<file path="src/rtl/adcf_pkg.sv">
package adcf_pkg;
   // Channel tag carried in the top bit of every queued word
   typedef enum logic {
      TAG_CH_A = 1'b0,
      TAG_CH_B = 1'b1
   } ch_tag_e;
endpackage

</file>
<file path="src/rtl/adcf_trig_calc.sv">
module adcf_trig_calc #(
   parameter int unsigned DEPTH = 16,
   parameter int unsigned LVL_W = 5
) (
   input  logic [LVL_W-1:0] trig_raw,
   input  logic             two_ch,
   output logic [LVL_W-1:0] trig_eff
);
   localparam logic [LVL_W-1:0] LVL_MAX = LVL_W'(DEPTH);
   localparam logic [LVL_W-1:0] LVL_ONE = LVL_W'(1);
   localparam logic [LVL_W-1:0] LVL_TWO = LVL_W'(2);

   logic [LVL_W-1:0] clamped;
   logic [LVL_W-1:0] floored;

   always_comb begin
      // clamp first so the odd-value round-up cannot wrap
      clamped  = (trig_raw > LVL_MAX) ? LVL_MAX : trig_raw;
      floored  = (clamped == '0) ? (two_ch ? LVL_TWO : LVL_ONE) : clamped;
      trig_eff = (two_ch && floored[0]) ? floored + LVL_ONE : floored;
   end
endmodule

</file>
<file path="src/rtl/adcf_lane_seq.sv">
module adcf_lane_seq #(
   parameter int unsigned DW        = 10,
   parameter int unsigned PIPE_LAT  = 8,
   parameter bit          TWO_CH_EN = 1'b1
) (
   input  logic          clk,
   input  logic          rst_n,
   input  logic          restart,
   input  logic          two_ch,
   input  logic [DW-1:0] ch_a,
   input  logic [DW-1:0] ch_b,
   output logic [DW:0]   lane_word
);
   import adcf_pkg::*;

   logic [DW:0] cap_w;

   generate
      if (TWO_CH_EN) begin : g_dual
         logic          sel_q;
         logic [DW-1:0] hold_q;

         // sel_q low: take channel A now and park channel B of the same instant
         always_ff @(posedge clk or negedge rst_n) begin
            if (!rst_n) begin
               sel_q  <= 1'b0;
               hold_q <= '0;
            end else if (restart) begin
               sel_q  <= 1'b0;
            end else begin
               sel_q <= two_ch ? ~sel_q : 1'b0;
               if (!sel_q) hold_q <= ch_b;
            end
         end

         assign cap_w = sel_q ? {TAG_CH_B, hold_q} : {TAG_CH_A, ch_a};
      end else begin : g_mono
         logic unused_b;
         assign unused_b = ^{ch_b, two_ch, restart};
         assign cap_w    = {TAG_CH_A, ch_a};
      end
   endgenerate

   generate
      if (PIPE_LAT == 0) begin : g_nopipe
         assign lane_word = cap_w;
      end else begin : g_pipe
         logic [DW:0] stg_q [PIPE_LAT];

         always_ff @(posedge clk or negedge rst_n) begin
            if (!rst_n) begin
               for (int s = 0; s < int'(PIPE_LAT); s++) stg_q[s] <= '0;
            end else begin
               stg_q[0] <= cap_w;
               for (int s = 1; s < int'(PIPE_LAT); s++) stg_q[s] <= stg_q[s-1];
            end
         end

         assign lane_word = stg_q[PIPE_LAT-1];
      end
   endgenerate
endmodule

</file>
<file path="src/rtl/adcf_word_fifo.sv">
module adcf_word_fifo #(
   parameter int unsigned WW    = 11,
   parameter int unsigned DEPTH = 16,
   parameter int unsigned LVL_W = 5
) (
   input  logic             clk,
   input  logic             rst_n,
   input  logic             clr,
   input  logic             wr_req,
   input  logic [WW-1:0]    wr_word,
   input  logic             rd_req,
   output logic [WW-1:0]    rd_word,
   output logic [LVL_W-1:0] level,
   output logic             empty,
   output logic             ovf
);
   localparam int unsigned AW = $clog2(DEPTH);

   logic [WW-1:0]    mem [DEPTH];
   logic [AW-1:0]    wp_q, rp_q;
   logic [LVL_W-1:0] lvl_q;
   logic             ovf_q;
   logic             is_full, do_rd, do_wr;

   assign is_full = (lvl_q == LVL_W'(DEPTH));
   assign empty   = (lvl_q == '0);
   assign do_rd   = rd_req && !empty && !clr;
   assign do_wr   = wr_req && !clr && (!is_full || do_rd);

   always_ff @(posedge clk) begin
      if (do_wr) mem[wp_q] <= wr_word;
   end

   always_ff @(posedge clk or negedge rst_n) begin
      if (!rst_n) begin
         wp_q  <= '0;
         rp_q  <= '0;
         lvl_q <= '0;
         ovf_q <= 1'b0;
      end else if (clr) begin
         wp_q  <= '0;
         rp_q  <= '0;
         lvl_q <= '0;
         ovf_q <= 1'b0;
      end else begin
         if (do_wr) wp_q <= wp_q + 1'b1;
         if (do_rd) rp_q <= rp_q + 1'b1;
         if (do_wr && !do_rd)      lvl_q <= lvl_q + 1'b1;
         else if (do_rd && !do_wr) lvl_q <= lvl_q - 1'b1;
         if (wr_req && !do_wr) ovf_q <= 1'b1;
      end
   end

   assign rd_word = mem[rp_q];
   assign level   = lvl_q;
   assign ovf     = ovf_q;
endmodule

</file>
<file path="src/rtl/adcf_core.sv">
module adcf_core #(
   parameter int unsigned DW        = 10,
   parameter int unsigned DEPTH     = 16,
   parameter int unsigned PIPE_LAT  = 8,
   parameter bit          TWO_CH_EN = 1'b1,
   localparam int unsigned LVL_W    = $clog2(DEPTH) + 1
) (
   input  logic             clk,
   input  logic             rst_n,
   input  logic             cfg_single,
   input  logic             cfg_two_ch,
   input  logic [LVL_W-1:0] cfg_trig,
   input  logic             fifo_clr,
   input  logic [DW-1:0]    ch_a_data,
   input  logic [DW-1:0]    ch_b_data,
   input  logic             rd_en,
   output logic [DW:0]      rd_word,
   output logic [LVL_W-1:0] fifo_level,
   output logic             fifo_empty,
   output logic             data_av,
   output logic             ovf_flag
);
   localparam int unsigned WW   = DW + 1;
   localparam int unsigned HO_W = $clog2(PIPE_LAT + DEPTH + 1);

   generate
      if (DEPTH < 2 || (DEPTH & (DEPTH - 1)) != 0) begin : g_bad_depth
         $error("adcf_core: DEPTH must be a power of two of at least 2");
      end
      if ((PIPE_LAT % 2) != 0) begin : g_bad_lat
         $error("adcf_core: PIPE_LAT must be even to keep channel A first");
      end
      if (DW < 1) begin : g_bad_dw
         $error("adcf_core: DW must be at least 1");
      end
   endgenerate

   logic             two_eff;
   logic             restart;
   logic [LVL_W-1:0] trig_eff;
   logic [HO_W-1:0]  ho_q;
   logic [HO_W-1:0]  ho_lim;
   logic             wr_fire;
   logic [DW:0]      lane_word;
   logic             lane_tag;

   assign two_eff = cfg_two_ch & TWO_CH_EN;
   assign restart = fifo_clr | cfg_single;

   adcf_trig_calc #(.DEPTH(DEPTH), .LVL_W(LVL_W)) u_trig (
      .trig_raw (cfg_trig),
      .two_ch   (two_eff),
      .trig_eff (trig_eff)
   );

   adcf_lane_seq #(.DW(DW), .PIPE_LAT(PIPE_LAT), .TWO_CH_EN(TWO_CH_EN)) u_lane (
      .clk       (clk),
      .rst_n     (rst_n),
      .restart   (restart),
      .two_ch    (two_eff),
      .ch_a      (ch_a_data),
      .ch_b      (ch_b_data),
      .lane_word (lane_word)
   );

   // start-up delay: pipeline depth plus threshold, restarted by clear or single mode
   assign ho_lim = HO_W'(PIPE_LAT) + HO_W'(trig_eff);

   always_ff @(posedge clk or negedge rst_n) begin
      if (!rst_n)             ho_q <= '0;
      else if (restart)       ho_q <= '0;
      else if (ho_q < ho_lim) ho_q <= ho_q + 1'b1;
   end

   assign wr_fire  = !restart && (ho_q >= ho_lim);
   assign lane_tag = lane_word[DW];

   adcf_word_fifo #(.WW(WW), .DEPTH(DEPTH), .LVL_W(LVL_W)) u_fifo (
      .clk     (clk),
      .rst_n   (rst_n),
      .clr     (fifo_clr),
      .wr_req  (wr_fire),
      .wr_word (lane_word),
      .rd_req  (rd_en),
      .rd_word (rd_word),
      .level   (fifo_level),
      .empty   (fifo_empty),
      .ovf     (ovf_flag)
   );

   assign data_av = (fifo_level >= trig_eff);
endmodule

</file>
<file path="config.mk">
export PLATFORM = sky130hd
export DESIGN_NAME = adcf_core
export DESIGN_NICKNAME = d
export VERILOG_FILES = /design/src/rtl/adcf_pkg.sv /design/src/rtl/adcf_trig_calc.sv /design/src/rtl/adcf_lane_seq.sv /design/src/rtl/adcf_word_fifo.sv /design/src/rtl/adcf_core.sv
export SDC_FILE = /design/constraint.sdc
export NUM_CORES = 1
export LEC_CHECK = 0
export BUFFER_PORTS_ARGS = -buffer_cell sky130_fd_sc_hd__buf_2
export CAP_MARGIN = 20
export CORE_MARGIN = 4
export CORE_UTILIZATION = 60
export CTS_BUF_LIST = sky130_fd_sc_hd__clkbuf_4
export DETAILED_ROUTE_END_ITERATION = 8
export PLACE_DENSITY = 0.78
export SYNTH_ARGS = -nofsm -noshare
export SYNTH_HDL_FRONTEND = slang
export SYNTH_SLANG_ARGS = --single-unit
</file>
<file path="constraint.sdc">
create_clock -name clk -period 3.55 [get_ports clk]
set_input_delay 0.355 -clock clk [delete_from_list [all_inputs] [get_ports clk]]
set_output_delay 0.355 -clock clk [all_outputs]
set_load 0.03 [all_outputs]
</file>
# Word-level counts from Yosys, hierarchy flattened
# Memories as Yosys holds them, arrays and structs flattened.
# Cells that the tools add are included.
[totals]
ram_bits = 176
word_cells = 75
input_bits = 31
register_bits = 118
output_inout_bits = 19
memories = 1
[classes]
n_addsub = 7
n_reduce_logical = 24
magnitude_cmp = 4
bitwise_logic = 3
n_mux = 20
n_eq_ne = 1
[memory_table]
columns = ["memory", "depth", "word_bits", "read_ports", "rd_ports_with_merged_regs", "wr", "line_no", "text"]
rows = [
  ["u_fifo.mem", 16, 11, 1, 0, 1, "adcf_word_fifo.sv:19", "logic [WW-1:0] mem [DEPTH];"],
]
[ops]
columns = ["cell", "n"]
rows = [
  ["$mux W5", 8],
  ["$mux W4", 4],
  ["$add A5 B1 Y5 const B", 3],
  ["$mux W11", 1],
  ["$ge A5 B5 Y1", 2],
  ["$logic_not A5 Y1", 2],
  ["$logic_and A1 B1 Y1", 9],
  ["$add A4 B1 Y4 const B", 2],
  ["$reduce_bool A2 Y1", 4],
  ["$logic_not A1 Y1", 6],
  ["$mux W1", 6],
  ["$add A4 B5 Y5 const A", 1],
  ["$eq A5 B5 Y1 const B", 1],
  ["$gt A5 B5 Y1 const B", 1],
  ["$lt A5 B5 Y1", 1],
  ["$sub A5 B1 Y5 const B", 1],
  ["$reduce_bool A3 Y1", 1],
  ["$mux W2", 1],
  ["$not A1 Y1", 2],
  ["$reduce_and A2 Y1", 1],
  ["$logic_or A1 B1 Y1", 1],
  ["$or A1 B1 Y1", 1],
]

# Depth between registers and ports, before layout
# Gate-level depths: netlist (run 1).
[logic_depth]
word_depth = 16
ltp_mapped = 18
depth_no_buf = 17

# Cells and area by module
# From an unflattened synthesis (run 1), not the netlist that was laid out.
[hier_totals]
cells_unflattened = 645
area_unflattened_um2 = 11233.3
[modules_own_cells]
columns = ["module", "area_per_inst_um2", "n_inst", "seq_area_each_um2", "cells_each"]
rows = [
  ["adcf_word_fifo", 7757.4, 1, 5635.4, 435],
  ["adcf_lane_seq", 2850.2, 1, 2477.4, 134],
  ["adcf_core", 513.0, 1, 125.1, 60],
  ["adcf_trig_calc", 112.6, 1, 0.0, 16],
]

# Worst setup path before layout (run 1)
# No wires, ideal clock.
[synth_path]
path_kind = "input port to flip-flop"
start = "input port cfg_trig[0]"
end = "register u_fifo.lvl_q[4] (netlist: u_fifo.level[4])"
n_path_buf = 1
arrival_time_ns = 3.779
path_slack_ns = -0.367
cell_stages = 18
setup_time_ns = 0.138
required_ns = 3.412
cell_sequence = "nor4b_1 nor2_1 nor2_1 ha_1 and3_1 xnor2_1 or2_2 ha_1 nand4_1 o221a_2 or3_1 buf_2 ha_1 a21o_1 a21oi_1 or4_1 a21oi_1 nor3b_1"
[synth_between]
elab_chain_cells = 14
word_cells_on_any_way = 18
classes_between = "add/sub: 2; order compare: 2; mux: 5; reduce/logical: 9"
[synth_lines]
columns = ["item", "line_no", "text"]
rows = [
  ["from (decl)", "adcf_core.sv:12", "input logic [LVL_W-1:0] cfg_trig,"],
  ["$gt A5 B5 Y1", "adcf_trig_calc.sv:18", "clamped = (trig_raw > LVL_MAX) ? LVL_MAX : trig_raw;"],
  ["$mux W5 (*)", "adcf_trig_calc.sv:18", ""],
  ["$logic_not A5 Y1", "adcf_trig_calc.sv:19", "floored = (clamped == '0) ? (two_ch ? LVL_TWO : LVL_ONE) : clamped;"],
  ["$mux W5 (*)", "adcf_trig_calc.sv:19", ""],
  ["$add A5 B1 Y5 / $logic_and A1 B1 Y1 (equally long branches)", "adcf_trig_calc.sv:20", "trig_eff = (two_ch && floored[0]) ? floored + LVL_ONE : floored;"],
  ["$mux W5 (*)", "adcf_trig_calc.sv:20", ""],
  ["$add A4 B5 Y5 (*)", "adcf_core.sv:67", "assign ho_lim = HO_W'(PIPE_LAT) + HO_W'(trig_eff);"],
  ["$ge A5 B5 Y1 (*)", "adcf_core.sv:75", "assign wr_fire = !restart && (ho_q >= ho_lim);"],
  ["$logic_and A1 B1 Y1 (*)", "adcf_core.sv:75", ""],
  ["$logic_and A1 B1 Y1 (*) (2 in series)", "adcf_word_fifo.sv:28", "assign do_wr = wr_req && !clr && (!is_full || do_rd);"],
  ["$logic_and A1 B1 Y1 / $logic_not A1 Y1 (equally long branches)", "adcf_word_fifo.sv:48, adcf_word_fifo.sv:49", ""],
  ["$mux W5 / $logic_and A1 B1 Y1 (equally long branches)", "adcf_word_fifo.sv:48, adcf_word_fifo.sv:49", ""],
  ["$mux W5 / $reduce_bool A3 Y1 (equally long branches)", "n/a", ""],
  ["to (signal assigned)", "adcf_word_fifo.sv:48", "if (do_wr && !do_rd) lvl_q <= lvl_q + 1'b1;"],
  ["to (signal assigned)", "adcf_word_fifo.sv:49", "else if (do_rd && !do_wr) lvl_q <= lvl_q - 1'b1;"],
  ["to (decl)", "adcf_word_fifo.sv:21", "logic [LVL_W-1:0] lvl_q;"],
]
# Every way passes the cells marked *; elsewhere a longest branch is shown, timed or not.
# A chain may end at the register's enable or synchronous reset.

# Worst setup path after layout (run 1)
[layout_path]
start = "input port cfg_trig[1]"
end = "register u_fifo.lvl_q[4] (netlist: u_fifo.level[4])"
# Same word-level chain as after synthesis.

==> results.md, run 1 <==
- Register area share after synthesis: 75.5%
- Top post-synthesis cells by count: 176 x edfxtp_1, 118 x dfrtp_1, 55 x mux4_2
- Crit Path Max Fanout: 5
- Fmax achieved: 0.290 GHz
- Vias after detailed routing: 5498
- Clock latency on the worst-skew pair: 630 ps
- Leakage power: 4.94 nW
- Die Y: 143 um
- Cell taking the most area after synthesis: edfxtp_1
- Final WS setup: 106 ps
- Synthesized cell area: 10900 um2
- Io pins: 50
- Buffers on Ports: 49
- Avg WL per Cell: 20.3 um
- Ys flop type: edfxtp_1
- Placeable Area: 17900 um2
- Status: complete, no violations
- Yosys reg bits: 294
- Routed Antenna Nets: 0
- Initial DRC count: 237
- Routed vias/inst: 5.60
- Post-synth EDFFs: 176
- Critical path class: in2reg
- Psw: 2.07 mW
- Clock sink count: 294
- Power Density: 615 nW/um2
- Die area: 20400 um2
- CTS tree: built
- H-tree level count: 3
- Layout cells sized above 1: 38.8%
- CP Launch Type: input port
- Period utilisation layout: 97.0%
- Post-CTS Setup Repair Bufs: 0
- Switching share of power: 25.8%
- GPL Wtd Cong: 0.772
- Synth-to-layout area growth: 19.5%
- Post-route DRC: 0
- Clock power share: 33.6%
- Area contributors post-synth: edfxtp_1 48%, dfrtp_1 27%, mux4_2 11%
- Worst EP required: 4040 ps
- Warnings, synthesis: 0
- Async S/R FF share, synth: 40.1%
- Total GRT Usage: 21.0%
- Part of the power in registers: 49.0%
- WL final: 20000 um
- Initial antenna violation count: 1
- TritonCTS buffer count: 70
- Mapped Nets: 598
- Die width: 143 um
- Num rows: 49
- Fin Clk Skew: 24.0 ps
- Pint: 5.95 mW
- Final hold violation count: 0
- Gate power share: 17.4%
- Clock Pin Slew Worst Setup and Hold Paths: 60 ps
- Internal reg-to-reg setup slack: 660 ps
- Tmin final: 3440 ps
- Total global routing overflow: 0
- Pins over their slew limit: 0
- Synth unique cells: 46
- Worst hold path class: in2reg
- Final Hold Slack: 122 ps
- Root Buffer: clkbuf_4
- Vias in the first global route: 6148
- Drt pass-1 iters: 4
- Slew @ Worst Pin: 868 ps
- Largest net degree at the start of global routing: 73
- First-pass GRT wire length: 32100 um
- Endpoint class of the critical path: flip-flop
- Count leader, synth: edfxtp_1
- Dpl ws: -643 ps
- Nets: 759
- Cells after Synth: 545
- Final setup viols: 0
- Syn_area_per_cell: 20.0 um2
- MaxCap Viol Count: 0
- Number of fill cells: 1042
- Initial Utilization: 60.9%
- Synth top area share: 48.5%
- Slew HR: 41.9%
- Final core utilization: 72.8%
- CP arrival: 3940 ps
- Max Root-Sink Buffers: 3
- Post-DP HPWL: 12000 um
- Final TNS setup: 0 ps
- Maximum VDD drop: 323 uV
-- power groups by stage --
stage	sequential (mW)	combinational (mW)	clock, mW
3_3_place_gp	3.98	1.33	0
4_1_cts	3.93	1.40	2.78
2_1_floorplan	3.98	0.994	0
3_5_place_dp	4.00	1.38	0
5_1_grt	3.95	1.52	2.99
6_report	3.93	1.40	2.69
-- state kept, by name, summed over array words and instances (netlist names) --
signal / count
ho_q: 5
u_fifo.level: 5
u_fifo.mem: 176
u_fifo.ovf: 1
u_fifo.rp_q: 4
u_fifo.wp_q: 4
u_lane.g_dual.hold_q: 10
u_lane.g_dual.sel_q: 1
u_lane.g_pipe.stg_q: 77
u_lane.lane_word: 11
-- worst max-delay path: stages --
cell	delay, ps
buf_2	120
nor4_4	280
nor2_1	90
nor2_1	100
ha_1	150
and3_4	190
xnor2_1	50
or2_2	310
ha_4	280
nand4_1	130
o221a_2	310
or3_4	410
fa_1	390
a21o_1	210
a21oi_2	170
o211ai_1	150
a21oi_2	210
nor3b_2	60
-- worst paths after layout --
path / depth (start not counted) / start / to
max in group asynchronous: 3 / rst_n / u_lane.lane_word[9]
setup / recovery: 18 / cfg_trig[1] / u_fifo.level[4]
hold reg to reg: 0 / u_lane.g_pipe.stg_q[45] / u_lane.g_pipe.stg_q[34]
min in group asynchronous: 2 / rst_n / u_lane.g_dual.hold_q[8]
hold / removal: 3 / cfg_single / ho_q[4]
setup reg to reg: 10 / ho_q[3] / u_fifo.level[4]
-- metal layers --
layer | vias to the layer above | global-route usage, % | wire length, um
met2 | 165 | 37.4 | 11100
met4 | 0 | 8.20 | 427
met5 | - | 0 | 0
li1 | 2475 | - | -
met1 | 2819 | 25.1 | 7390
met3 | 39 | 4.45 | 1020
-- cell usage in the layout, fill, tap and decap left out, drive strengths merged, types with 3 or more instances in the layout --
master       instances
edfxtp             176
dfrtp              118
clkbuf             104
buf                 87
mux4                55
nor2                24
dlygate4sd3         22
mux2                21
ha                  21
inv                 11
and2                10
clkinv              10
nand2                9
xnor2                9
a21oi                8
xor2                 5
nor3                 5
a21o                 5
and3                 5
mux2i                4
and4                 4
nand2b               4
nand4                3
or2                  3
nand3                3
o21ai                3
-- kinds of logic (layout without fill, tap and decap cells) --
| group | Yosys count | in the layout | synth area share [%] |
|---|---|---|---|
| muxes | 80 | 80 | 13.9 |
| and+or+nand+nor | 81 | 81 | 4.08 |
| buffers and inverters | 30 | 237 | 1.18 |
| DFF | 294 | 294 | 75.5 |
| other | 0 | 1 | 0 |
| xor gates and xnor gates | 14 | 14 | 1.12 |
| adders and majority gates | 22 | 22 | 2.59 |
| AOI/OAI and AO/OA | 24 | 24 | 1.56 |
-- per-stage QoR --
step,cell area [um2],instances,power (mW)
floorplan,10900,545,4.97
global placement,11900,841,5.31
detailed placement,11900,841,5.38
CTS,13000,981,8.11
global route,13000,982,8.46
finish,13000,982,8.02
-- layout make-up --
cell class | count | area (um2) | area share (%)
Sequential cell | 294 | 8240 | 63.2
Multi-Input combinational cell | 221 | 2600 | 20.0
Timing Repair Buffer | 109 | 966 | 7.41
Clock buffer | 104 | 781 | 5.99
Tap cell | 229 | 287 | 2.20
Clock inverter | 14 | 116 | 0.893
Inverter | 10 | 37.5 | 0.288
Antenna cell | 1 | 2.50 | 0.0192
-- timing repair --
action / CTS / global route
endpoints found under the setup margin: 0 / 1
hold buffers: 22 / 0
resized for setup: 0 / 8
hold endpoints to repair: 91 / 0
(Power assumes the default switching activity.)
==> run 2, diff against run 1 <==
--- a/config.mk
+++ b/config.mk
@@ -14,4 +14,5 @@
 export PLACE_DENSITY = 0.78
 export SYNTH_ARGS = -nofsm -noshare
 export SYNTH_HDL_FRONTEND = slang
+export SYNTH_HIERARCHICAL = 1
 export SYNTH_SLANG_ARGS = --single-unit
==> run 2 against run 1 <==
Register-to-register slack got worse by 60 ps. Total power rose by 0.99%. Design area grew 0.84%. Clock skew increased by 19 ps. Clock power about the same.
==> results.md, run 2 <==
- Period utilisation layout: 93.0%
- Commonest non-fill, non-tap cell in the layout: edfxtp_1
- Placeable Area: 18200 um2
- Nets: 838
- CP endpoint: rd_word[6]
- Mux contribution to synthesized area: 11.3%
- Syn_area_per_cell: 17.4 um2
- Max reg flops: 176
- Buffers on Ports: 49
- Root Buffer: clkbuf_4
- First-pass GRT wire length: 35200 um
- Drt pass-1 iters: 4
- Fraction of synthesized cell area in xor and xnor cells: 0.546%
- Vias in the first global route: 6804
- Register area share after synthesis: 73.3%
- Reg2Reg Depth: 8
- Synth-to-layout area growth: 17.0%
- Critical R2R Launch: u_fifo/level[1]
- Dpl ws: -126 ps
- RSZ-0062 raised after global routing: false
- Clock sink count: 294
- Multi-input combinational cell area: 2800 um2
- Clock Pin Slew Worst Setup and Hold Paths: 60 ps
- Avg WL per Cell: 20.6 um
- Fin Clk Skew: 43.4 ps
- Warnings, synthesis: 6
- GPL Wtd Cong: 0.778
- Async S/R FF share, synth: 40.1%
- Post-route DRC: 0
- Synth Area in Simple Gates: 4.27%
- Final setup viols: 0
- Synthesized cell area: 11200 um2
- Leakage power: 5.12 nW
- Routed Antenna Nets: 0
- Die area: 21000 um2
- Number of fill cells: 1144
- Num rows: 49
- Yosys reg bits: 294
- Biggest register: u_fifo/mem
- Final hold violation count: 0
- Slew @ Worst Pin: 781 ps
- Crit path from: u_fifo/rp_q[1]
- Pins over their slew limit: 0
- CP Launch Type: flip-flop
- Crit-path cells: nor2b_2 > buf_4 > a221oi_1 > a22oi_1 > nand2_1 > buf_2
- Die Y: 145 um
- Max Root-Sink Buffers: 3
- Routed vias/inst: 5.87
- Endpoint of the worst register-to-register path: u_fifo/level[3]
- TritonCTS buffer count: 71
- Io pins: 50
- Cell taking the most area after synthesis: edfxtp_1
- Internal reg-to-reg setup slack: 600 ps
- Final WS setup: 248 ps
- Synth top area share: 47.0%
- Power Density: 616 nW/um2
- Mapped Nets: 697
- Worst path buffer plus inverter count: 2
- Critical path class: reg2out
- Die width: 145 um
- Most frequent cells in the layout: 176 x edfxtp_1, 117 x dfrtp_1, 112 x clkbuf_4
- Initial antenna violation count: 1
- Total global routing overflow: 0
- Post-synth EDFFs: 176
- Initial Utilization: 61.7%
- CP arrival: 2950 ps
- Worst hold path class: in2reg
- Crit Path Max Fanout: 14
- Cells after Synth: 645
- Status: complete, no violations
- Ys flop type: edfxtp_1
- Layout cells sized above 1: 32.3%
- CP Depth: 6
- Adder-cell area share of the yosys netlist: 2.41%
- Tot Pwr: 8.10 mW
- H-tree level count: 3
- CTS tree: built
- Synth unique cells: 55
- Vias after detailed routing: 6266
- Area contributors post-synth: edfxtp_1 47%, dfrtp_1 26%, mux4_2 4.4%
- Post-DP HPWL: 12800 um
- Total GRT Usage: 22.4%
- Compound-Gate Fraction of Synth Area: 5.61%
- Tmin final: 3300 ps
- Top delay family on crit path: simple AND/OR/NAND/NOR gates
- Slew HR: 47.9%
- Endpoint class of the critical path: output port
- Worst EP required: 3190 ps
- Count leader, synth: edfxtp_1
- Largest net degree at the start of global routing: 119
- Fmax achieved: 0.303 GHz
- Top post-synthesis cells by count: 176 x edfxtp_1, 118 x dfrtp_1, 46 x mux2i_1
- WL final: 22000 um
- MaxCap Viol Count: 0
- Sequential Area: 8240 um2
- Initial DRC count: 373
- Clock latency on the worst-skew pair: 660 ps
- Largest family of logic cells by synthesized area: multiplexers
- Maximum VDD drop: 379 uV
- Slowest cell on crit path: dfrtp_1
- Worst stage delay on the critical path: 640 ps
-- run 2: per-stage QoR --
stage	TNS (ps)	util [%]	hold slack, ps	instance area (um2)	std cells
after floorplan	-4380	-	59.4	11200	645
after global placement	0	65.3	332	11900	915
after CTS	0	71.4	16.0	13000	1061
final	0	72.2	97.9	13100	1068
after global routing	0	72.1	57.7	13100	1067
after detailed placement	-195	65.3	335	11900	915
-- run 2: worst min-delay path by stage --
stage | startpoint | end | slack (ps) | cells past startpoint
2_1_floorplan | rst_n | ho_q[0] | 60 | 0
5_1_grt | fifo_clr | u_fifo/rp_q[0] | 60 | 2
4_1_cts | fifo_clr | u_fifo/rp_q[0] | 20 | 2
3_5_place_dp | u_lane/g_pipe.stg_q[50] | u_lane/g_pipe.stg_q[39] | 330 | 0
3_3_place_gp | u_lane/g_pipe.stg_q[35] | u_lane/g_pipe.stg_q[24] | 330 | 0
6_report | fifo_clr | u_fifo/rp_q[0] | 100 | 2
-- run 2: routing by layer --
metal	global-route usage (%)	up-vias	routed length [um]	share of wire, %
li1	-	2802	-	-
met1	28.3	3163	8760	40
met2	36.9	238	11200	51
met3	6.31	63	1410	6.4
met4	9.52	0	676	3.1
met5	0	-	0	0
-- run 2: area by class of cell --
| type | instances | area share (%) |
|---|---|---|
| clock inverters | 12 | 0.429 |
| multi-input cells | 298 | 21.3 |
| repair buffers | 108 | 6.50 |
| well taps | 229 | 2.18 |
| clock buffers | 112 | 6.40 |
| diodes | 2 | 0.0381 |
| inverters | 13 | 0.371 |
| flip-flops and latches | 294 | 62.7 |
-- run 2: cells by family after synthesis --
logic type                 after synthesis
buffers and inverters                   53
and+or+nand+nor                         88
adders and majority gates               21
muxes                                   93
xor gates and xnor gates                 7
DFF                                    294
AOI/OAI and AO/OA                       89
-- run 2: timing repair --
| item | 4_1_cts | 5_1_grt |
|---|---|---|
| setup buffers | 0 | 5 |
| endpoints found under the setup margin | 3 | 2 |
| resized for setup | 1 | 15 |
| hold endpoints to repair | 139 | 0 |
| pin swaps | 0 | 6 |
| hold buffers | 22 | 0 |
-- run 2: power breakdown --
part | switching, mW | internal, mW
Sequential | 0.243 | 3.78
Clock | 1.24 | 1.43
Combinational | 0.732 | 0.678
Total | 2.21 | 5.89
